$ cat config.mk
export PLATFORM = sky130hd
export DESIGN_NAME = dbg_erase_port
export DESIGN_NICKNAME = d
export VERILOG_FILES = /design/src/rtl/dbgp_pkg.sv /design/src/rtl/dbgp_window.sv /design/src/rtl/dbgp_cmd.sv /design/src/rtl/dbgp_erase.sv /design/src/rtl/dbg_erase_port.sv
export SDC_FILE = /design/constraint.sdc
export NUM_CORES = 1
export LEC_CHECK = 0
export ABC_AREA = 1
export BUFFER_PORTS_ARGS = -buffer_cell sky130_fd_sc_hd__buf_2
export CAP_MARGIN = 20
export CELL_PAD_IN_SITES_DETAIL_PLACEMENT = 0
export CELL_PAD_IN_SITES_GLOBAL_PLACEMENT = 1
export CORE_MARGIN = 2
export CORE_UTILIZATION = 38
export CTS_BUF_LIST = sky130_fd_sc_hd__clkbuf_16
export CTS_CLUSTER_DIAMETER = 40
export CTS_CLUSTER_SIZE = 14
export DETAILED_ROUTE_END_ITERATION = 7
export PLACE_DENSITY_LB_ADDON = 0.1
export SETUP_SLACK_MARGIN = 0.02
export SYNTH_ARGS = -nofsm -noshare
export SYNTH_HDL_FRONTEND = slang
export SYNTH_SLANG_ARGS = --single-unit
$ cat constraint.sdc
create_clock -name clk -period 1.8 [get_ports clk]
set_input_delay 0.27 -clock clk [delete_from_list [all_inputs] [get_ports clk]]
set_output_delay 0.27 -clock clk [all_outputs]
set_load 0.02 [all_outputs]
$ cat src/rtl/dbgp_pkg.sv
package dbgp_pkg;
  localparam int DW = 32;
  localparam logic [7:0] OFS_CMD  = 8'h00;
  localparam logic [7:0] OFS_KEY  = 8'h04;
  localparam logic [7:0] OFS_STAT = 8'h08;
  localparam logic [7:0] OFS_ID   = 8'hFC;
  localparam logic [DW-1:0] UNLOCK_KEY = 32'hCFACC118;
  localparam logic [DW-1:0] PORT_ID    = 32'h16E60001;
  localparam logic [3:0]    OPEN_NIB   = 4'hF;
  typedef enum logic [1:0] {ER_IDLE = 2'd0, ER_WAIT = 2'd1, ER_RUN = 2'd2} er_state_e;
endpackage

$ cat src/rtl/dbgp_window.sv
module dbgp_window #(
  parameter int WIN_CYC  = 658,
  parameter int EXP_MULT = 255
) (
  input  logic clk,
  input  logic rst,
  input  logic expand_req,
  output logic win_open
);
  localparam int LONG_CYC = WIN_CYC * EXP_MULT;
  localparam int CW = $clog2(LONG_CYC + 1);
  localparam logic [CW-1:0] SHORT_M1 = CW'(WIN_CYC - 1);
  localparam logic [CW-1:0] LONG_M1  = CW'(LONG_CYC - 1);

  logic [CW-1:0] cnt;
  logic          exp_q;
  logic [CW-1:0] lim_m1;

  assign lim_m1 = exp_q ? LONG_M1 : SHORT_M1;

  always_ff @(posedge clk) begin
    if (rst) begin
      cnt      <= '0;
      win_open <= 1'b1;
      exp_q    <= expand_req;
    end else if (win_open) begin
      cnt <= cnt + 1'b1;
      if (cnt == lim_m1) win_open <= 1'b0;
    end
  end

  // once closed, the window never reopens without reset
  assert_closed_stays_closed_R1: assert property (@(posedge clk) disable iff (rst)
    !win_open |=> !win_open);
  // the window-length choice is frozen outside reset
  assert_expand_frozen_R2: assert property (@(posedge clk) disable iff (rst)
    $past(!rst) |-> $stable(exp_q));
  // the counter never passes the selected limit while open
  assert_count_bounded_R1: assert property (@(posedge clk) disable iff (rst)
    win_open |-> (cnt <= lim_m1));
endmodule

$ cat src/rtl/dbgp_cmd.sv
module dbgp_cmd
  import dbgp_pkg::*;
(
  input  logic          clk,
  input  logic          rst,
  input  logic          wr_cmd,
  input  logic          wr_key,
  input  logic [DW-1:0] wdata,
  output logic [DW-1:0] key_q,
  output logic [1:0]    pend,
  output logic          exec_erase,
  output logic          exec_reset
);
  logic key_ok;
  assign key_ok = (key_q == UNLOCK_KEY);

  always_ff @(posedge clk) begin
    if (rst) begin
      key_q      <= '0;
      pend       <= '0;
      exec_erase <= 1'b0;
      exec_reset <= 1'b0;
    end else begin
      exec_erase <= 1'b0;
      exec_reset <= 1'b0;
      if (wr_cmd && key_ok) pend <= pend | wdata[1:0];
      if (wr_key) begin
        key_q <= wdata;
        if (key_ok && (wdata != UNLOCK_KEY)) begin
          exec_erase <= pend[0];
          exec_reset <= pend[1];
          pend       <= '0;
        end
      end
    end
  end

  // new command bits appear only while the key is armed
  assert_latch_needs_key_R6: assert property (@(posedge clk) disable iff (rst)
    ((pend & ~$past(pend)) != 2'b00) |-> $past(key_ok));
  // a fired reset follows an armed key and lasts one cycle
  assert_reset_after_key_R7: assert property (@(posedge clk) disable iff (rst)
    exec_reset |-> ($past(key_ok) && $past(wr_key)));
  assert_reset_single_R7: assert property (@(posedge clk) disable iff (rst)
    exec_reset |=> !exec_reset);
  // firing empties the latch
  assert_fire_clears_R7: assert property (@(posedge clk) disable iff (rst)
    (exec_reset || exec_erase) |-> (pend == 2'b00));
endmodule

$ cat src/rtl/dbgp_erase.sv
module dbgp_erase
  import dbgp_pkg::*;
#(
  parameter int ERASE_CYC = 560000
) (
  input  logic clk,
  input  logic rst,
  input  logic start,
  input  logic hold,
  input  logic erase_done,
  output logic erase_req,
  output logic busy,
  output logic unlock_wr
);
  localparam int TW = $clog2(ERASE_CYC + 1);
  localparam logic [TW-1:0] T_LAST = TW'(ERASE_CYC - 1);

  er_state_e     state, nxt;
  logic [TW-1:0] tcnt;
  logic          done_seen;
  logic          finish;

  assign finish = (tcnt == T_LAST) && (done_seen || erase_done);

  always_comb begin
    nxt = state;
    unique case (state)
      ER_IDLE: if (start) nxt = hold ? ER_WAIT : ER_RUN;
      ER_WAIT: if (!hold) nxt = ER_RUN;
      ER_RUN:  if (finish) nxt = ER_IDLE;
      default: nxt = ER_IDLE;
    endcase
  end

  always_ff @(posedge clk) begin
    if (rst) begin
      state     <= ER_IDLE;
      tcnt      <= '0;
      done_seen <= 1'b0;
      erase_req <= 1'b0;
      busy      <= 1'b0;
      unlock_wr <= 1'b0;
    end else begin
      state     <= nxt;
      erase_req <= (nxt == ER_RUN);
      busy      <= (nxt != ER_IDLE);
      unlock_wr <= (state == ER_RUN) && (nxt == ER_IDLE);
      if (state != ER_RUN) begin
        tcnt      <= '0;
        done_seen <= 1'b0;
      end else begin
        done_seen <= done_seen | erase_done;
        if (tcnt != T_LAST) tcnt <= tcnt + 1'b1;
      end
    end
  end

  // an erase never starts while held by the open window
  assert_no_start_in_hold_R8: assert property (@(posedge clk) disable iff (rst)
    $rose(erase_req) |-> !$past(hold));
  // status is busy whenever the erase request is active
  assert_busy_covers_req_R9: assert property (@(posedge clk) disable iff (rst)
    erase_req |-> busy);
  // unlock strobe follows a running erase and lasts one cycle
  assert_unlock_after_erase_R10: assert property (@(posedge clk) disable iff (rst)
    unlock_wr |-> ($past(erase_req) && !erase_req));
  assert_unlock_single_R10: assert property (@(posedge clk) disable iff (rst)
    unlock_wr |=> !unlock_wr);
endmodule

$ cat src/rtl/dbg_erase_port.sv
module dbg_erase_port
  import dbgp_pkg::*;
#(
  parameter int WIN_CYC   = 658,
  parameter int EXP_MULT  = 255,
  parameter int ERASE_CYC = 560000,
  parameter int AW        = 8
) (
  input  logic          clk,
  input  logic          rst,
  input  logic          expand_req,
  input  logic [DW-1:0] lock_word,
  input  logic          bus_sel,
  input  logic          bus_we,
  input  logic [AW-1:0] bus_addr,
  input  logic [DW-1:0] bus_wdata,
  output logic [DW-1:0] bus_rdata,
  output logic          port_open,
  output logic          core_access,
  output logic          erase_req,
  input  logic          erase_done,
  output logic          sysreset_req,
  output logic          unlock_wr
);
  localparam logic [AW-1:0] A_CMD  = AW'(OFS_CMD);
  localparam logic [AW-1:0] A_KEY  = AW'(OFS_KEY);
  localparam logic [AW-1:0] A_STAT = AW'(OFS_STAT);
  localparam logic [AW-1:0] A_ID   = AW'(OFS_ID);

  logic          win_open;
  logic [DW-1:0] lock_q;
  logic          locked;
  logic          acc, wr_cmd, wr_key;
  logic [DW-1:0] key_q;
  logic [1:0]    pend;
  logic          exec_erase;
  logic          erase_busy;

  always_ff @(posedge clk) lock_q <= lock_word;

  assign locked      = (lock_q[3:0] != OPEN_NIB);
  assign port_open   = win_open | locked;
  assign core_access = ~win_open & ~locked;

  assign acc    = bus_sel & port_open;
  assign wr_cmd = acc & bus_we & (bus_addr == A_CMD);
  assign wr_key = acc & bus_we & (bus_addr == A_KEY);

  dbgp_window #(.WIN_CYC(WIN_CYC), .EXP_MULT(EXP_MULT)) u_win (
    .clk(clk), .rst(rst), .expand_req(expand_req), .win_open(win_open));

  dbgp_cmd u_cmd (
    .clk(clk), .rst(rst), .wr_cmd(wr_cmd), .wr_key(wr_key), .wdata(bus_wdata),
    .key_q(key_q), .pend(pend), .exec_erase(exec_erase), .exec_reset(sysreset_req));

  dbgp_erase #(.ERASE_CYC(ERASE_CYC)) u_er (
    .clk(clk), .rst(rst), .start(exec_erase), .hold(win_open & ~locked),
    .erase_done(erase_done), .erase_req(erase_req), .busy(erase_busy),
    .unlock_wr(unlock_wr));

  always_ff @(posedge clk) begin
    if (rst) begin
      bus_rdata <= '0;
    end else if (acc && !bus_we) begin
      if (bus_addr == A_CMD)       bus_rdata <= {30'd0, pend};
      else if (bus_addr == A_KEY)  bus_rdata <= key_q;
      else if (bus_addr == A_STAT) bus_rdata <= {31'd0, erase_busy};
      else if (bus_addr == A_ID)   bus_rdata <= PORT_ID;
      else                         bus_rdata <= '0;
    end else begin
      bus_rdata <= '0;
    end
  end

  // any access while the port is closed returns zero data
  assert_closed_reads_zero_R3: assert property (@(posedge clk) disable iff (rst)
    (bus_sel && !port_open) |=> (bus_rdata == '0));
  // a closed port never fires a reset request
  assert_closed_no_fire_R3: assert property (@(posedge clk) disable iff (rst)
    (!port_open && !$past(port_open)) |-> !sysreset_req);
endmodule

==> summary.txt, run 1 <==
Synthesis
  • Yosys warnings: 0
  • EDFF count, synth: 1
  • Top_reg_cell synth: dfxtp_1
  • Syn Area/Cell: 7.31 sq um
  • Ys async rst share: 0%
  • Post-synth top area share: approximately 46%
  • Most frequent cells after synthesis: nor2_1, nand2_1, dfxtp_1
  • Sequential area share after synthesis: 46.6%
  • Synth top area cells: dfxtp_1, nor2_1, nand2_1, inv_1, nor2_2
  • Most common cell in the synthesized netlist: nor2_1
  • Syn nets: slightly below 800
  • Syn Inst Count: 697
  • Seq cells post-synth: 118
  • Leading area contributor after synthesis: dfxtp_1
  • Cell area after synthesis: 5090 sq um
  • Cell variety after synth: 37

Final layout
  • Number of diodes: 0
  • Layout area overhead: 23.7%
  • Nets: 882
  • Layout cells sized above 1: a little over a fifth

Drt
  • DR WL met3: 558 um
  • Vias per cell: 4.54
  • DRT Wirelength: 11700 um
  • DR iter-0 viols: 213
  • M1 WL: 5500 um
  • Pre-antenna DRT Iters: 4
  • Top Layer Used: met4
  • Routed length per placed instance: 11.8 um
  • Via count: 4495
  • Antenna viol nets, final: 0
  • Met2 wire length: between 5000 and 6000 um
  • DRC: 0

Pwr
  • P_leak: 0.00280 uW
  • Internal power: 4700 uW
  • Maximum vdd drop: 0.653 mV
  • Seq pwr share: 44.6%
  • PD cells: 941 nW/um^2
  • Comb power frac: under 10%
  • Clock share of power: 52.6%
  • P_sw: about 1200 uW
  • Pwr Total: 5930 uW
  • Sw frac: a little over a fifth

Global routing
  • Vias in the first global route: about 4.4k
  • Antenna violations before repair: 0
  • Global-route wire length before repair: approximately 20000 um
  • Grt ovf: 0
  • Largest net degree at the start of global routing: 47
  • GRT Total Usage: 17.5%

CTS
  • Clock latency on the worst-skew pair: 400 ps
  • Clock sinks: between 100 and 150
  • Clock slew seen by the registers of the worst setup and hold paths: 50 ps
  • Max clock buf depth: 2
  • Post-CTS Setup Repair Bufs: 0
  • CTS Buf Count: 17
  • H-tree levels: 4
  • CTS root buf: clkbuf_16
  • CTS tree: done

Worst setup path
  • Crit-path leading delay family: simple AND/OR/NAND/NOR gates
  • Worst R2R Setup Slack: 230 ps
  • Crit Path Category: register to register
  • Reg-to-Reg End: bus_rdata[13]$_SDFF_PP0_
  • WP data arrival: 1870 ps
  • Worst setup endpoint: bus_rdata[13]$_SDFF_PP0_
  • CP max FO: 10
  • RR Startpoint: lock_q[0]$_DFF_P_
  • Critical Path Sink Type: register
  • R2R cell count: 10
  • Crit path buf inv count: 3
  • Worst setup SP type: register
  • CP Data Required Time: 2100 ps
  • CP most frequent cell: nor2_2
  • Cell Chain, Critical Path: nand2_1 -> nor2_2 -> nand2_4 -> inv_2 -> nor2_2 -> nand2_2 -> nor2_8 -> inv_2 -> buf_4 -> nor2_2
  • CP max stage cell: dfxtp_1
  • Cell count along the critical path: 10
  • CP startpoint: lock_q[0]$_DFF_P_
  • Largest stage delay on the critical path: 300 ps

Timing
  • Final Slew Violations: 0
  • Fmax: roughly 640 MHz
  • Final Worst Setup Slack: around 230 ps
  • Fin. Hold Viols: 0
  • Total negative slack: 0 ps
  • Max Clock Skew: 8.46 ps
  • RSZ-0062 raised after global routing: false
  • Final Cycle Share: 87.2%
  • Slew Limit Headroom: just under 70%
  • Worst-Margin Slew: approximately 470 ps
  • Final Critical Period: 1570 ps
  • Hold slack: approximately 50 ps
  • Final setup fails: 0

Floorplanning
  • Initial Util: around two fifths
  • Die Height: approximately 120 um
  • Die Wd: 120 um
  • Core ar.: about 13000 sq um
  • Die ar.: 14300 sq um
  • Row Count: 42
  • Num ports: about 120

Flow run
  • Max cap viols: 0

Placement
  • Gpl congestion: 0.812
  • Port bufs: between 80 and 90
  • DP HPWL: approximately 8600 um
  • Worst slack at placement: 87.1 ps

Hold path
  • Hold Path Class: input port to register

Status
  • Status: complete, no violations
cells by family (layout without fill, tap and decap cells):
family                   after synthesis  count (layout)  synth area share, %
buffers and inverters                117             234                 10.2
AO/OA/AOI/OAI                         80              80                 8.03
AND/OR/NAND/NOR                      369             369                 32.7
flip-flops                           118             118                 46.6
XOR/XNOR                              10              10                 1.72
adder cells (fa/ha/maj)                3               3                0.737
how the worst min path moves through the flow:
stage / startpoint / end / slack (ps) / cells after the start
after floorplan: lock_word[0] / lock_q[0]$_DFF_P_ / 300 / 0
after global placement: lock_word[3] / lock_q[3]$_DFF_P_ / 370 / 1
after detailed placement: lock_word[2] / lock_q[2]$_DFF_P_ / 370 / 1
after CTS: expand_req / u_win.exp_q$_DFFE_PP_ / 40 / 1
after global routing: expand_req / u_win.exp_q$_DFFE_PP_ / 30 / 1
final: expand_req / u_win.exp_q$_DFFE_PP_ / 50 / 1
cells in the final DEF, fill, tap and decap left out, drive strengths merged:
| cell type | Yosys | layout |
|---|---|---|
| clkinv | 0 | 8 |
| nand4 | 13 | 13 |
| nand3 | 31 | 31 |
| inv | 100 | 104 |
| clkinvlp | 0 | 1 |
| o2111ai | 1 | 1 |
| xor2 | 6 | 6 |
| bufinv | 0 | 2 |
| nor4 | 1 | 1 |
| ha | 3 | 3 |
| nor3 | 22 | 22 |
| nand3b | 2 | 2 |
| dlygate4sd3 | 0 | 4 |
| nor2b | 1 | 1 |
| o21ai | 46 | 46 |
| clkbuf | 4 | 17 |
| dfxtp | 117 | 117 |
| xnor2 | 4 | 4 |
| nand2 | 129 | 129 |
| edfxtp | 1 | 1 |
| and3 | 1 | 1 |
| or2 | 4 | 4 |
| o31ai | 1 | 1 |
| o21a | 1 | 1 |
| buf | 13 | 98 |
| nor2 | 165 | 165 |
| a21oi | 31 | 31 |
worst register-to-register path: stages (launching register included):
cell and delay, ps:
dfxtp_1 300, nand2_1 50, nor2_2 210, nand2_4 90, inv_2 70, nor2_2 40, nand2_2 150, nor2_8 80
inv_2 190, buf_4 230, nor2_2 50
sequential cells by signal (all words and copies together), names as in the netlist, 2 cells and up:
signal and count:
bus_rdata 32, lock_q 4, u_cmd.key_q 32, u_cmd.pend 2
u_er.state 2, u_er.tcnt 20, u_win.cnt 18
routing by layer:
metal | GRT usage [%] | vias up
met5 | 0 | -
met1 | 21.2 | 2008
li1 | - | 2382
met2 | 29.6 | 93
met4 | 5.37 | 0
met3 | 5.66 | 12
what timing repair did:
| action | CTS | global route |
|---|---|---|
| setup endpoints to repair | 0 | 30 |
| resized for setup | 0 | 4 |
| hold buffers | 4 | 0 |
| endpoints found under the hold margin | 4 | 0 |
cell type report:
type,instances,area (sq um)
repair buffers,102,573
clock inverters,15,124
inverters,100,378
flip-flops and latches,118,2370
clock buffers,17,425
well taps,176,220
multi-input cells,462,2210
fillers,1373,6890
stage by stage:
stage / util [%] / cell area, sq um / std cells
3_5_place_dp: 43.2 / 5700 / 954
3_3_place_gp: 43.2 / 5700 / 954
2_1_floorplan: - / 5090 / 697
4_1_cts: 47.7 / 6290 / 990
6_report: 47.8 / 6300 / 990
5_1_grt: 47.8 / 6300 / 990
power groups by stage:
stage / clock, uW / sequential [uW] / combinational, uW
global placement: 0 / 2700 / 162
floorplan: 0 / 2690 / 74.0
global route: 3310 / 2640 / 192
finish: 3120 / 2640 / 170
CTS: 3190 / 2640 / 172
detailed placement: 0 / 2700 / 165
Power figures use the tool's default switching activity.
==> inputs of run 2 (changes only) <==
--- a/config.mk
+++ b/config.mk
@@ -8,7 +8,7 @@
 export ABC_AREA = 1
 export BUFFER_PORTS_ARGS = -buffer_cell sky130_fd_sc_hd__buf_2
 export CAP_MARGIN = 20
-export CELL_PAD_IN_SITES_DETAIL_PLACEMENT = 0
+export CELL_PAD_IN_SITES_DETAIL_PLACEMENT = 1
 export CELL_PAD_IN_SITES_GLOBAL_PLACEMENT = 1
 export CORE_MARGIN = 2
 export CORE_UTILIZATION = 38
==> summary.txt, run 2 (synthesized netlist as in run 1, its figures left out) <==
Global routing
  • Grt ovf: 0 (unchanged)
  • Antenna violations before repair: 0 (unchanged)
  • GRT Total Usage: 20.4% (+2.8 points)
  • Vias in the first global route: 4839 (+10%)
  • Largest net degree at the start of global routing: 47 (unchanged)
  • Global-route wire length before repair: 23100 um (+15%)

Placement
  • Port bufs: 86 (unchanged)
  • DP HPWL: 9990 um (+16%)
  • Placed cell count: 954 (unchanged)
  • Gpl congestion: 0.812 (unchanged)

Final layout
  • Layout area overhead: 26.0%
  • FILL cells: 1717 (+25%)
  • Layout cells sized above 1: 22.5% (+0.49 points)
  • Most common cell after layout, fill and taps aside: nand2_1
  • Commonest cells after routing, fill and taps aside: nand2_1, nor2_1, dfxtp_1
  • Final cell count without fillers: 990 (unchanged)
  • Area of the multi-input gates: 2220 sq um (+0.40%)
  • Number of diodes: 0 (unchanged)
  • Fin util: 48.7% (+0.87 points)
  • FF+latch area: 2370 sq um (unchanged)
  • Leading registers by flop count: bus_rdata: 32 flops, u_cmd.key_q: 32 flops, u_er.tcnt: 20 flops
  • Nets: 882 (unchanged)

Flow run
  • Max cap viols: 0 (unchanged)

Timing
  • Final setup fails: 0 (unchanged)
  • Final Cycle Share: 91.3% (+4.1 points)
  • Total negative slack: 0 ps (unchanged)
  • Slew Limit Headroom: 68.0% (-0.71 points)
  • Fin. Hold Viols: 0 (unchanged)
  • Final Slew Violations: 0 (unchanged)
  • RSZ-0062 raised after global routing: false
  • Final Critical Period: 1640 ps (+73.9 ps)
  • Fmax: 608 MHz (-4.5%)
  • Max Clock Skew: 7.34 ps (-1.13 ps)
  • Worst-Margin Slew: 480 ps (+10.6 ps)

Status
  • Status: complete, no violations

Floorplanning
  • Die ar.: 14300 sq um (unchanged)
  • Num ports: 115 (unchanged)
  • Initial Util: 38.6% (unchanged)
  • Die Height: 120 um (unchanged)
  • Die Wd: 120 um (unchanged)
  • Row Count: 42 (unchanged)
  • Core ar.: 13200 sq um (unchanged)

Pwr
  • Clock share of power: 57.0% (+4.4 points)
  • Seq pwr share: 40.3% (-4.3 points)
  • Maximum vdd drop: 0.657 mV (+0.61%)
  • Sw frac: 20.2% (-0.68 points)
  • Comb power frac: 2.6% (-0.3 points)
  • P_sw: 1320 uW (+6.9%)
  • PD cells: 1020 nW/um^2 (+8.5%)
  • P_leak: 0.00284 uW (+1.6%)
  • Internal power: 5230 uW (+11%)

Worst setup path
  • CP max stage cell: dfxtp_1
  • CP Data Required Time: 2100 ps (about the same)
  • Worst setup SP type: register
  • RR Startpoint: u_er.tcnt[1]$_SDFFE_PP0N_
  • CP max FO: 4 (-6)
  • CP most frequent cell: nor2_2
  • CP startpoint: u_er.tcnt[1]$_SDFFE_PP0N_
  • Crit path buf inv count: 0 (-3)
  • Largest stage delay on the critical path: 380 ps (+80 ps)
  • WP data arrival: 1940 ps (+70 ps)
  • Critical Path Sink Type: register
  • Crit Path Category: register to register
  • Cell Chain, Critical Path: ha_1 -> nand3_1 -> nor2_2 -> nand2_1 -> nor2_2 -> xor2_1 -> nor2_1
  • Crit-path leading delay family: simple AND/OR/NAND/NOR gates

Hold path
  • Hold Path Class: input port to register
  • Min-delay src: expand_req

Drt
  • Antenna viol nets, final: 0 (unchanged)
  • DRT Wirelength: 13800 um (+18%)
  • DR iter-0 viols: 293 (+38%)
  • Routed length per placed instance: 13.9 um (+18%)
  • Via count: 4706 (+4.7%)
  • Vias per cell: 4.75 (+4.7%)
  • Pre-antenna DRT Iters: 4 (unchanged)
  • DRC: 0 (unchanged)

CTS
  • Clock sinks: 118 (unchanged)
  • Clock slew seen by the registers of the worst setup and hold paths: 50 ps (about the same)
  • CTS Buf Count: 17 (unchanged)
  • H-tree levels: 4 (unchanged)
  • CTS root buf: clkbuf_16
  • CTS tree: done
  • Max clock buf depth: 2 (unchanged)
  • Clock latency on the worst-skew pair: 410 ps (about the same)
run 2: per-layer routing:
layer  part of all wire (%)  up-vias  GRT usage, %
met5                      0        -             0
met4                   0.84        0          4.63
met3                    3.5       11          5.89
met2                     52       62          37.5
met1                     43     2245          23.2
li1                       -     2388             -
run 2: cell type report:
cell class,count,share of cell area [%]
inverters,100,5.89
well taps,176,3.43
repair buffers,102,8.93
clock inverters,14,3.20
multi-input cells,462,34.6
clock buffers,18,7.02
flip-flops and latches,118,37.0
run 2: power groups by stage:
stage / logic (uW) / registers, uW / clock network (uW)
finish: 173 / 2640 / 3740
floorplan: 74.0 / 2690 / 0
detailed placement: 168 / 2700 / 0
global placement: 162 / 2700 / 0
global route: 196 / 2640 / 3950
CTS: 175 / 2640 / 3810
run 2: through the flow:
stage | hold slack [ps] | worst slack, ps | power, uW | area, sq um
finish | 38.9 | 156 | 6550 | 6420
global route | 16.6 | 60.8 | 6790 | 6420
CTS | 22.9 | 43.7 | 6620 | 6400
detailed placement | 377 | 63.8 | 2870 | 5700
global placement | 375 | 123 | 2860 | 5700
floorplan | 298 | 372 | 2770 | 5090
run 2: final timing paths:
kind                                                   end  slack, ps  cells past startpoint
worst max register to register  u_er.tcnt[12]$_SDFFE_PP0N_        160                      7
worst min register to register    bus_rdata[27]$_SDFF_PP0_        450                      2
worst min-delay path                 u_win.exp_q$_DFFE_PP_         40                      1
worst max-delay path            u_er.tcnt[12]$_SDFFE_PP0N_        160                      7
run 2: what timing repair did:
item	CTS	global route
gates resized for setup	0	6
endpoints found under the hold margin	4	0
endpoints found under the setup margin	0	41
hold buffers	4	0
setup buffers	0	0
